### src/rtl/rsc_pkg.sv
package rsc_pkg;

  // Selects what the count does at its upper and lower limits
  typedef enum logic {
    OVF_SAT  = 1'b0,
    OVF_WRAP = 1'b1
  } ovf_mode_e;

  // Net effect of the increment and decrement requests in one cycle
  typedef enum logic [1:0] {
    NET_HOLD = 2'd0,
    NET_UP   = 2'd1,
    NET_DOWN = 2'd2
  } net_step_e;

  // Width needed to hold values 0 .. ratio-1, at least one bit
  function automatic int unsigned pre_width(input int unsigned ratio);
    return (ratio > 1) ? $clog2(ratio) : 1;
  endfunction

endpackage

### src/rtl/rsc_prescaler.sv
module rsc_prescaler #(
  parameter int unsigned K = 806
) (
  input  logic clk,
  input  logic rst_n,
  input  logic en,
  output logic tick
);
  localparam int unsigned PRE_W = rsc_pkg::pre_width(K);
  localparam logic [PRE_W-1:0] RELOAD = PRE_W'(K - 1);

  logic [PRE_W-1:0] pre_q;
  logic [PRE_W-1:0] pre_d;
  logic             at_zero;

  assign at_zero = (pre_q == '0);
  assign tick    = en & at_zero;

  // next state: count down, reload on the terminal value
  always_comb begin
    pre_d = pre_q;
    if (at_zero) begin
      pre_d = RELOAD;
    end else begin
      pre_d = pre_q - 1'b1;
    end
  end

  // register, gated by the clock enable
  always_ff @(posedge clk or negedge rst_n) begin
    if (!rst_n) begin
      pre_q <= RELOAD;
    end else if (en) begin
      pre_q <= pre_d;
    end
  end

  // a strobe only ever appears on an enabled cycle
  p_tick_needs_en_r3: assert property (@(posedge clk) disable iff (!rst_n)
    tick |-> en);

  // after a strobe the period restarts at the reload value
  p_reload_r3: assert property (@(posedge clk) disable iff (!rst_n)
    tick |=> (pre_q == RELOAD));

  // the prescaler freezes while disabled
  p_pre_hold_r7: assert property (@(posedge clk) disable iff (!rst_n)
    !en |=> $stable(pre_q));

  // every enabled non-terminal cycle moves one step toward zero
  p_pre_step_r3: assert property (@(posedge clk) disable iff (!rst_n)
    (en && !at_zero) |=> (pre_q == $past(pre_q) - 1'b1));

endmodule

### src/rtl/rsc_resolve.sv
module rsc_resolve (
  input  logic                 inc_req,
  input  logic                 dec_req,
  output rsc_pkg::net_step_e   step
);
  // increment and decrement in the same cycle cancel each other
  always_comb begin
    unique case ({inc_req, dec_req})
      2'b10:   step = rsc_pkg::NET_UP;
      2'b01:   step = rsc_pkg::NET_DOWN;
      default: step = rsc_pkg::NET_HOLD;
    endcase
  end
endmodule

### src/rtl/rsc_accum.sv
module rsc_accum #(
  parameter int unsigned        CNT_W    = 16,
  parameter rsc_pkg::ovf_mode_e OVF_MODE = rsc_pkg::OVF_SAT
) (
  input  logic               clk,
  input  logic               rst_n,
  input  logic               en,
  input  logic               dec_seen,
  input  rsc_pkg::net_step_e step,
  output logic [CNT_W-1:0]   count
);
  localparam logic [CNT_W-1:0] TOP   = '1;
  localparam logic             WRAPS = (OVF_MODE == rsc_pkg::OVF_WRAP);

  logic [CNT_W-1:0] cnt_q;
  logic [CNT_W-1:0] cnt_d;

  // next state with limit handling
  always_comb begin
    cnt_d = cnt_q;
    unique case (step)
      rsc_pkg::NET_UP: begin
        if (cnt_q == TOP) begin
          cnt_d = WRAPS ? '0 : TOP;
        end else begin
          cnt_d = cnt_q + 1'b1;
        end
      end
      rsc_pkg::NET_DOWN: begin
        if (cnt_q == '0) begin
          cnt_d = WRAPS ? TOP : '0;
        end else begin
          cnt_d = cnt_q - 1'b1;
        end
      end
      default: cnt_d = cnt_q;
    endcase
  end

  always_ff @(posedge clk or negedge rst_n) begin
    if (!rst_n) begin
      cnt_q <= '0;
    end else if (en) begin
      cnt_q <= cnt_d;
    end
  end

  assign count = cnt_q;

  // a strobe cycle leaves the count where it was
  p_cancel_r4: assert property (@(posedge clk) disable iff (!rst_n)
    (en && dec_seen) |=> $stable(cnt_q));

  // disabled cycles change nothing
  p_cnt_hold_r7: assert property (@(posedge clk) disable iff (!rst_n)
    !en |=> $stable(cnt_q));

  // a plain enabled cycle below the top adds one
  p_inc_r2: assert property (@(posedge clk) disable iff (!rst_n)
    (en && !dec_seen && cnt_q != TOP) |=> (cnt_q == $past(cnt_q) + 1'b1));

  generate
    if (OVF_MODE == rsc_pkg::OVF_WRAP) begin : g_wrap
      // top value rolls over to zero
      p_wrap_r6: assert property (@(posedge clk) disable iff (!rst_n)
        (en && !dec_seen && cnt_q == TOP) |=> (cnt_q == '0));
    end else begin : g_sat
      // top value is sticky
      p_no_overflow_r5: assert property (@(posedge clk) disable iff (!rst_n)
        (en && !dec_seen && cnt_q == TOP) |=> (cnt_q == TOP));
    end
  endgenerate

endmodule

### src/rtl/rate_skew_counter.sv
module rate_skew_counter #(
  parameter int unsigned        CNT_W    = 16,
  parameter int unsigned        K        = 806,
  parameter rsc_pkg::ovf_mode_e OVF_MODE = rsc_pkg::OVF_SAT
) (
  input  logic             clk,
  input  logic             rst_n,
  input  logic             en,
  output logic [CNT_W-1:0] count,
  output logic             dec_stb
);
  logic               tick;
  rsc_pkg::net_step_e step;

  rsc_prescaler #(.K(K)) u_pre (
    .clk   (clk),
    .rst_n (rst_n),
    .en    (en),
    .tick  (tick)
  );

  rsc_resolve u_res (
    .inc_req (en),
    .dec_req (tick),
    .step    (step)
  );

  rsc_accum #(.CNT_W(CNT_W), .OVF_MODE(OVF_MODE)) u_acc (
    .clk      (clk),
    .rst_n    (rst_n),
    .en       (en),
    .dec_seen (tick),
    .step     (step),
    .count    (count)
  );

  assign dec_stb = tick;

  // strobe stays low while reset is held
  p_quiet_in_reset_r1: assert property (@(posedge clk)
    (!rst_n && K > 1) |-> !dec_stb);

endmodule

### config.mk
export PLATFORM = sky130hd
export DESIGN_NAME = rate_skew_counter
export DESIGN_NICKNAME = d
export VERILOG_FILES = /design/src/rtl/rsc_pkg.sv /design/src/rtl/rsc_prescaler.sv /design/src/rtl/rsc_resolve.sv /design/src/rtl/rsc_accum.sv /design/src/rtl/rate_skew_counter.sv
export SDC_FILE = /design/constraint.sdc
export NUM_CORES = 1
export LEC_CHECK = 0
export BUFFER_PORTS_ARGS = -buffer_cell sky130_fd_sc_hd__buf_2
export CAP_MARGIN = 5
export CORE_UTILIZATION = 47
export DETAILED_ROUTE_END_ITERATION = 7
export GPL_TIMING_DRIVEN = 0
export PLACE_DENSITY = 0.65
export SYNTH_ARGS = -nofsm -noshare
export SYNTH_HDL_FRONTEND = slang
export SYNTH_SLANG_ARGS = --single-unit
### constraint.sdc
create_clock -name clk -period 3.6 [get_ports clk]
set_clock_uncertainty 0.2 [all_clocks]
set_input_delay 0.36 -clock clk [delete_from_list [all_inputs] [get_ports clk]]
set_output_delay 0.36 -clock clk [all_outputs]
set_load 0.1 [all_outputs]
==> metrics.md, run 1 <==
| Metric | Value |
|---|---|
| Outcome | completed |
| Synth area leaders | dfrtp_1 35%, dfstp_2 8.8%, nand4_1 5.0%, nor2_1 3.8%, a21oi_1 3.7% |
| Synth Register Bits | 26 |
| Worst-Margin Slew | 0.7099 ns |
| Clock Latency Late Sink | 0.32 ns |
| Sequential share of the synthesized area | 44.04% |
| Nets | 193 |
| Fin crit share | 75.97% |
| Num CTS Buffers | 3 |
| Leak | 0.0007085 uW |
| Final Hold Viols | 0 |
| Initial antenna violation count | 0 |
| Clock root buffer master | clkbuf_4 |
| Global placer's final weighted congestion | 0.9309 |
| Worst r2r src | u_acc.count[0]$_DFFE_PN0P_ |
| Synthesized area per cell | 9.264 um^2 |
| PwrDens | 732.4 nW/um^2 |
| Clock Tree Buf Depth | 2 |
| # diodes | 0 |
| Slew headroom | 52.57% |
| Fmax | 0.3657 GHz |
| DP Wirelength | 2311 um |
| Gr ovfl total | 0 |
| Setup crit start | u_pre.pre_q[3]$_DFFE_PN0P_ |
| WP data required | 3.04 ns |
| Drt drc | 0 |
| Layout cells sized above 1 | 20.54% |
| Final Power | 1253 uW |
| Crit start category | register |
| Cell count after synthesis | 161 |
| Final setup fails | 0 |
| Final WL | 3224 um |
| Area grow syn2layout | 14.68% |
| Initial Util | 49.26% |
| Core area | 3028 um^2 |
| Gr usage total | 20.88% |
| HP Class | in -> reg |
| Initial detailed-routing violation count | 80 |
| Synthesized Nets | 168 |
| WS Path Type | reg -> out |
| VDD IR-drop max | 0.0005032 V |
| Row Count | 20 |
| Fin crit period | 2.735 ns |
| Die H | 58.33 um |
| H-tree depth | 1 |
| Unrepaired setup endpoints after global routing | no |
| Fillers | 283 |
| Crit path max fanout | 7 |
| First-pass iteration count of the detailed router | 4 |
| Dpl cells | 224 |
| Syn. warnings | 0 |
| Share of the synthesized area in the top cell type | 35.23% |
| First-pass GRT wire length | 5464 um |
| HP Start | en |
| Yosys top cell by area | dfrtp_1 |
| CP Capture Type | output pin |
| Synthesized area | 1491 um^2 |
| I/O Buffers | 19 |
| CTS sink count | 26 |
| WP data arrival | 2.17 ns |
| Total number of vias | 1,310 |
| DR vias/cell | 5.721 |
| Slew Viols, Final | 0 |
| Antenna-violating nets left | 0 |
| Io pins | 20 |
| Register clock-pin slew on the reported worst setup and hold paths | 0.15 ns |
| Post-synthesis cell type count | 40 |
| Max_cap viols | 0 |
| Vias in the first global route | 1,140 |
| Average wire per standard cell | 14.08 um |
| Post-Route Utilization | 56.49% |
| Post-Layout Cell Count | 229 |
| Die area | 3402 um^2 |
| Die X | 58.33 um |
| Post-route setup TNS | 0 ns |
| TritonCTS clock tree | done |
| Largest net degree at the start of global routing | 27 |
[cell type report]
| cell class | count | area, um^2 | share of cell area [%] |
|---|---|---|---|
| multi-input combinational | 124 | 797.0 | 46.60 |
| sequential | 26 | 656.9 | 38.41 |
| timing repair buffer | 20 | 105.1 | 6.145 |
| tap | 44 | 55.05 | 3.219 |
| clock inverter | 1 | 30.03 | 1.756 |
| clock buffer | 3 | 22.52 | 1.317 |
| inverter | 6 | 22.52 | 1.317 |
| buffer | 5 | 21.27 | 1.244 |
[worst paths after layout]
kind | end | slack [ns] | depth (start not counted)
min in group asynchronous | u_pre.pre_q[7]$_DFFE_PN0P_ | 0.34 | 2
max in group asynchronous | u_pre.pre_q[0]$_DFFE_PN1P_ | 2.48 | 2
max | dec_stb | 0.87 | 4
min | u_acc.count[3]$_DFFE_PN0P_ | 0.32 | 4
max reg2reg | u_acc.count[3]$_DFFE_PN0P_ | 1.35 | 6
min reg2reg | u_pre.pre_q[8]$_DFFE_PN1P_ | 0.32 | 2
[what timing repair did]
item,4_1_cts,5_1_grt
endpoints found under the hold margin,21,0
hold buffers,1,0
resized for setup,0,0
buffers inserted,0,0
[metal layers]
layer,vias up,routed length (um),track usage [%]
li1,655,-,-
met1,611,1706,33.52
met2,40,1344,29.89
met3,4,151,2.198
met4,0,21,5.442
met5,-,0,0
[worst max-delay path: stages (launching register included)]
cell and delay, ns:
dfrtp_1 0.44, or3_1 0.37, buf_2 0.18, nor4_2 0.37
buf_2 0.50
[synth_stat cells, drive strengths merged]
cell type and instances:
nand2 11, nand3 9, or4 5, a21o 1, xor2 1, o21bai 1
and4 2, inv 6, a21oi 11, o22a 2, nand2b 4, nor3b 2
a22oi 1, a32o 1, nand4 12, dfrtp 21, ha 4, and3 3
o21ai 7, nor4 3, a2bb2oi 2, buf 2, o21a 3, and2 1
o22ai 1, mux2 6, o2bb2ai 1, o31ai 1, nor2 15, o31a 1
or3 1, o211ai 1, nor3 8, dfstp 5, a31oi 3, clkbuf 3
[per-stage QoR]
| stage | setup slack (ns) | instance area (um^2) | hold WS (ns) |
|---|---|---|---|
| 6_report | 0.8652 | 1710 | 0.3157 |
| 5_1_grt | 0.7333 | 1710 | 0.3315 |
| 4_1_cts | 0.8415 | 1710 | 0.3206 |
| 3_5_place_dp | 1.180 | 1648 | 0.1952 |
| 3_3_place_gp | 1.188 | 1648 | 0.1883 |
| 2_1_floorplan | 0.3223 | 1498 | -0.1356 |
[power by group]
group          switching (uW)  total (uW)  leakage [uW]  internal [uW]
registers                 105         488      0.000321            383
clock network            88.5         201     0.0000279            112
logic                     430         564      0.000360            134
total                     624        1250      0.000709            629
[sequential cells by signal (all words and copies together) (netlist names)]
register and count:
u_pre.pre_q 10, u_acc.count 16
[layout by cell type (no fill, tap or decap), types with 2 or more instances in the layout]
master / n
buf_2: 21
dfrtp_1: 21
nor2_1: 15
nand4_1: 12
nand2_1: 11
a21oi_1: 11
nand3_1: 9
nor3_1: 8
o21ai_0: 7
inv_1: 6
dfstp_2: 5
nand2b_1: 4
or4_1: 4
ha_1: 4
clkbuf_1: 3
mux2_1: 3
o21a_1: 3
a31oi_1: 3
clkbuf_4: 3
and4_1: 2
o22a_1: 2
and3_1: 2
nor4_1: 2
a2bb2oi_1: 2
nor3b_1: 2
mux2_2: 2
[cell families after synthesis]
family | Yosys count | synth area share (%)
adders and majority gates | 4 | 3.356
AOI/OAI and AO/OA | 37 | 16.95
buffers and inverters | 11 | 2.936
muxes | 6 | 4.781
xor gates and xnor gates | 1 | 0.5874
DFF | 26 | 44.04
and+or+nand+nor | 76 | 27.35
Note: power is estimated with default switching activity, not from simulation.
==> run 2: changes to the inputs <==
--- a/config.mk
+++ b/config.mk
@@ -5,6 +5,7 @@
 export SDC_FILE = /design/constraint.sdc
 export NUM_CORES = 1
 export LEC_CHECK = 0
+export ABC_AREA = 1
 export BUFFER_PORTS_ARGS = -buffer_cell sky130_fd_sc_hd__buf_2
 export CAP_MARGIN = 5
 export CORE_UTILIZATION = 47
==> constraint.sdc (replaced) <==
create_clock -name clk -period 2.62 [get_ports clk]
set_clock_uncertainty 0.2 [all_clocks]
set_input_delay 0.262 -clock clk [delete_from_list [all_inputs] [get_ports clk]]
set_output_delay 0.262 -clock clk [all_outputs]
set_load 0.1 [all_outputs]
==> run 2 against run 1 <==
Effect of this change:
- die area rose by 13%
- power increased by 24%
- sequential power increased by 30%
- worst hold slack worse by 0.28 ns
- clock-buffer cell count rose by 1
- clock power rose by 5%
- sequential share of layout area decreased by 3.6 points
- routed wire length up 11%
==> metrics.md, run 2 <==
| Metric | Value |
|---|---|
| Synthesized Nets | 246 |
| Nets | 270 |
| Post-Route Utilization | 55.74% |
| Largest net degree at the start of global routing | 27 |
| Gr usage total | 20.90% |
| Final Hold Viols | 0 |
| Total number of vias | 1,512 |
| Fin crit share | 88.18% |
| Critical path's slowest cell | buf_2 |
| # diodes | 0 |
| Io pins | 20 |
| HP Class | in -> reg |
| Max_cap viols | 0 |
| Synthesized area per cell | 7.073 um^2 |
| Critical path endpoint | dec_stb |
| Syn. warnings | 0 |
| Unrepaired setup endpoints after global routing | no |
| Yosys top cell by area | dfrtp_1 |
| Synth Register Bits | 26 |
| DP Wirelength | 2640 um |
| Worst Slack Setup Final | 0.3098 ns |
| Post_cts resized | 0 |
| Fin crit period | 2.310 ns |
| Die H | 61.97 um |
| WP data arrival | 1.85 ns |
| Number of flops mapped to enable cells by yosys | 0 |
| Most frequent cell after synthesis | nand2_1 |
| Max FFs per register | 16 |
| Final WL | 3572 um |
| Global placer's final weighted congestion | 0.8233 |
| Bufs and invs on worst path | 2 |
| Sequential share of the synthesized area | 38.86% |
| WS Path Type | reg -> out |
| Setup crit start | u_pre.pre_q[1]$_DFFE_PN0P_ |
| CP Capture Type | output pin |
| Layout cells sized above 1 | 19.47% |
| Clock root buffer master | clkbuf_4 |
| Crit path cell chain | inv_1, ha_1, nand4_1, nor3_2, buf_2 |
| Post-synth top cells | 73 x nand2_1, 25 x nor2_1, 24 x inv_1 |
| Slew Viols, Final | 0 |
| Area grow syn2layout | 11.77% |
| Row Count | 21 |
| Synth area leaders | dfrtp_1 31%, nand2_1 16%, dfstp_2 7.8%, nand3_1 6.5%, nor2_1 5.6% |
| Register clock-pin slew on the reported worst setup and hold paths | 0.14 ns |
| H-tree depth | 1 |
| Crit path max fanout | 4 |
| Antenna-violating nets left | 0 |
| DP Worst Slack | 0.6903 ns |
| Clock Latency Late Sink | 0.33 ns |
| Stages on worst setup path | 5 |
| DR vias/cell | 4.909 |
| Reg2reg end | u_acc.count[5]$_DFFE_PN0P_ |
| Leak | 0.0009764 uW |
| Num CTS Buffers | 3 |
| Post-synthesis cell type count | 28 |
| Initial Util | 49.87% |
| Main flop type after synthesis | dfrtp_1 |
| Die X | 61.97 um |
| Final setup fails | 0 |
| CTS sink count | 26 |
| Slew headroom | 60.46% |
| Worst-Margin Slew | 0.5931 ns |
| Area after DPL | 1843 um^2 |
| Share of the synthesized area in the top cell type | 31.09% |
| Initial antenna violation count | 0 |
| I/O Buffers | 18 |
| Vias in the first global route | 1,269 |
| Gr ovfl total | 0 |
| Fin area | 1889 um^2 |
| Average wire per standard cell | 11.60 um |
| First-pass iteration count of the detailed router | 4 |
| Die area | 3840 um^2 |
| TritonCTS clock tree | done |
| Synthesized area | 1690 um^2 |
| Commonest non-fill, non-tap cells in the layout | 73 x nand2_1, 25 x nor2_1, 24 x inv_1 |
| Max incr delay on CP | 0.46 ns |
| Fmax | 0.4329 GHz |
| Post-synthesis async set-or-reset flop share | 100.0% |
| Final Power | 1547 uW |
| Fillers | 336 |
| Worst r2r src | u_pre.pre_q[0]$_DFFE_PN1P_ |
| Outcome | completed |
| First-pass GRT wire length | 5844 um |
| Worst R2R Setup Slack | 0.74 ns |
| Drt drc | 0 |
| Top delay family on crit path | buffers and inverters |
| Initial detailed-routing violation count | 91 |
| WP data required | 2.16 ns |
| Clock Tree Buf Depth | 2 |
| VDD IR-drop max | 0.0005812 V |
| Cell count after synthesis | 239 |
| Core area | 3390 um^2 |
| Crit start category | register |
| FF-to-FF path depth | 8 |
| PwrDens | 819.0 nW/um^2 |
| Commonest non-fill, non-tap cell in the layout | nand2_1 |
| Post-route setup TNS | 0 ns |
## run 2: cell count changes after synthesis, moves of 5 or more
cell	before	now
nand3_1	9	22
nor2_1	15	25
o21ai_1	0	8
inv_1	6	24
nand2_1	11	73
nand2_2	0	5
a21oi_1	11	1
## run 2: repair_timing
item,in CTS,in global routing
hold buffers,1,0
buffers inserted,0,0
endpoints found under the hold margin,21,0
## run 2: routing by layer
metal | global-route usage [%] | vias to the layer above | wire, um | share of wire [%]
li1 | - | 805 | - | -
met1 | 32.90 | 656 | 1890 | 53
met2 | 28.42 | 44 | 1407 | 39
met3 | 2.484 | 7 | 205 | 5.7
met4 | 8.571 | 0 | 69 | 1.9
met5 | 0 | - | 0 | 0
## run 2: worst min-delay path by stage
stage / from / to / slack (ns) / cells past startpoint
after floorplan: rst_n / u_acc.count[0]$_DFFE_PN0P_ / -0.23 / 0
after global placement: rst_n / u_pre.pre_q[3]$_DFFE_PN0P_ / 0.1 / 1
after detailed placement: rst_n / u_pre.pre_q[3]$_DFFE_PN0P_ / 0.1 / 1
after CTS: en / u_pre.pre_q[1]$_DFFE_PN0P_ / 0.03 / 2
after global routing: en / u_pre.pre_q[1]$_DFFE_PN0P_ / 0.03 / 2
final: en / u_pre.pre_q[1]$_DFFE_PN0P_ / 0.03 / 2
## run 2: power breakdown
group	switching (uW)	total, uW	internal (uW)	leakage [uW]
Sequential	107	635	529	0.000328
Clock	126	211	85.2	0.0000210
Combinational	529	701	172	0.000627
Total	761	1550	786	0.000976
## run 2: logic make-up after synthesis
logic type | count (synthesis) | share of synthesized area [%]
AOI/OAI and AO/OA | 17 | 5.182
xor gates and xnor gates | 7 | 3.627
adders and majority gates | 4 | 2.961
buffers and inverters | 33 | 7.846
DFF | 26 | 38.86
and+or+nand+nor | 152 | 41.52
## run 2: final cells by class
class / count / area [um^2] / share of cell area (%)
multi-input combinational: 180 / 905.9 / 47.95
tap: 46 / 57.56 / 3.046
sequential: 26 / 656.9 / 34.77
clock buffer: 4 / 36.28 / 1.921
buffer: 5 / 27.53 / 1.457
timing repair buffer: 19 / 100.1 / 5.298
inverter: 28 / 105.1 / 5.563
## run 2: stage by stage
step | hold slack, ns | instances
after floorplan | -0.2336 | 239
after global placement | 0.09678 | 303
after detailed placement | 0.09805 | 303
after CTS | 0.03103 | 308
after global routing | 0.03140 | 308
final | 0.03497 | 308
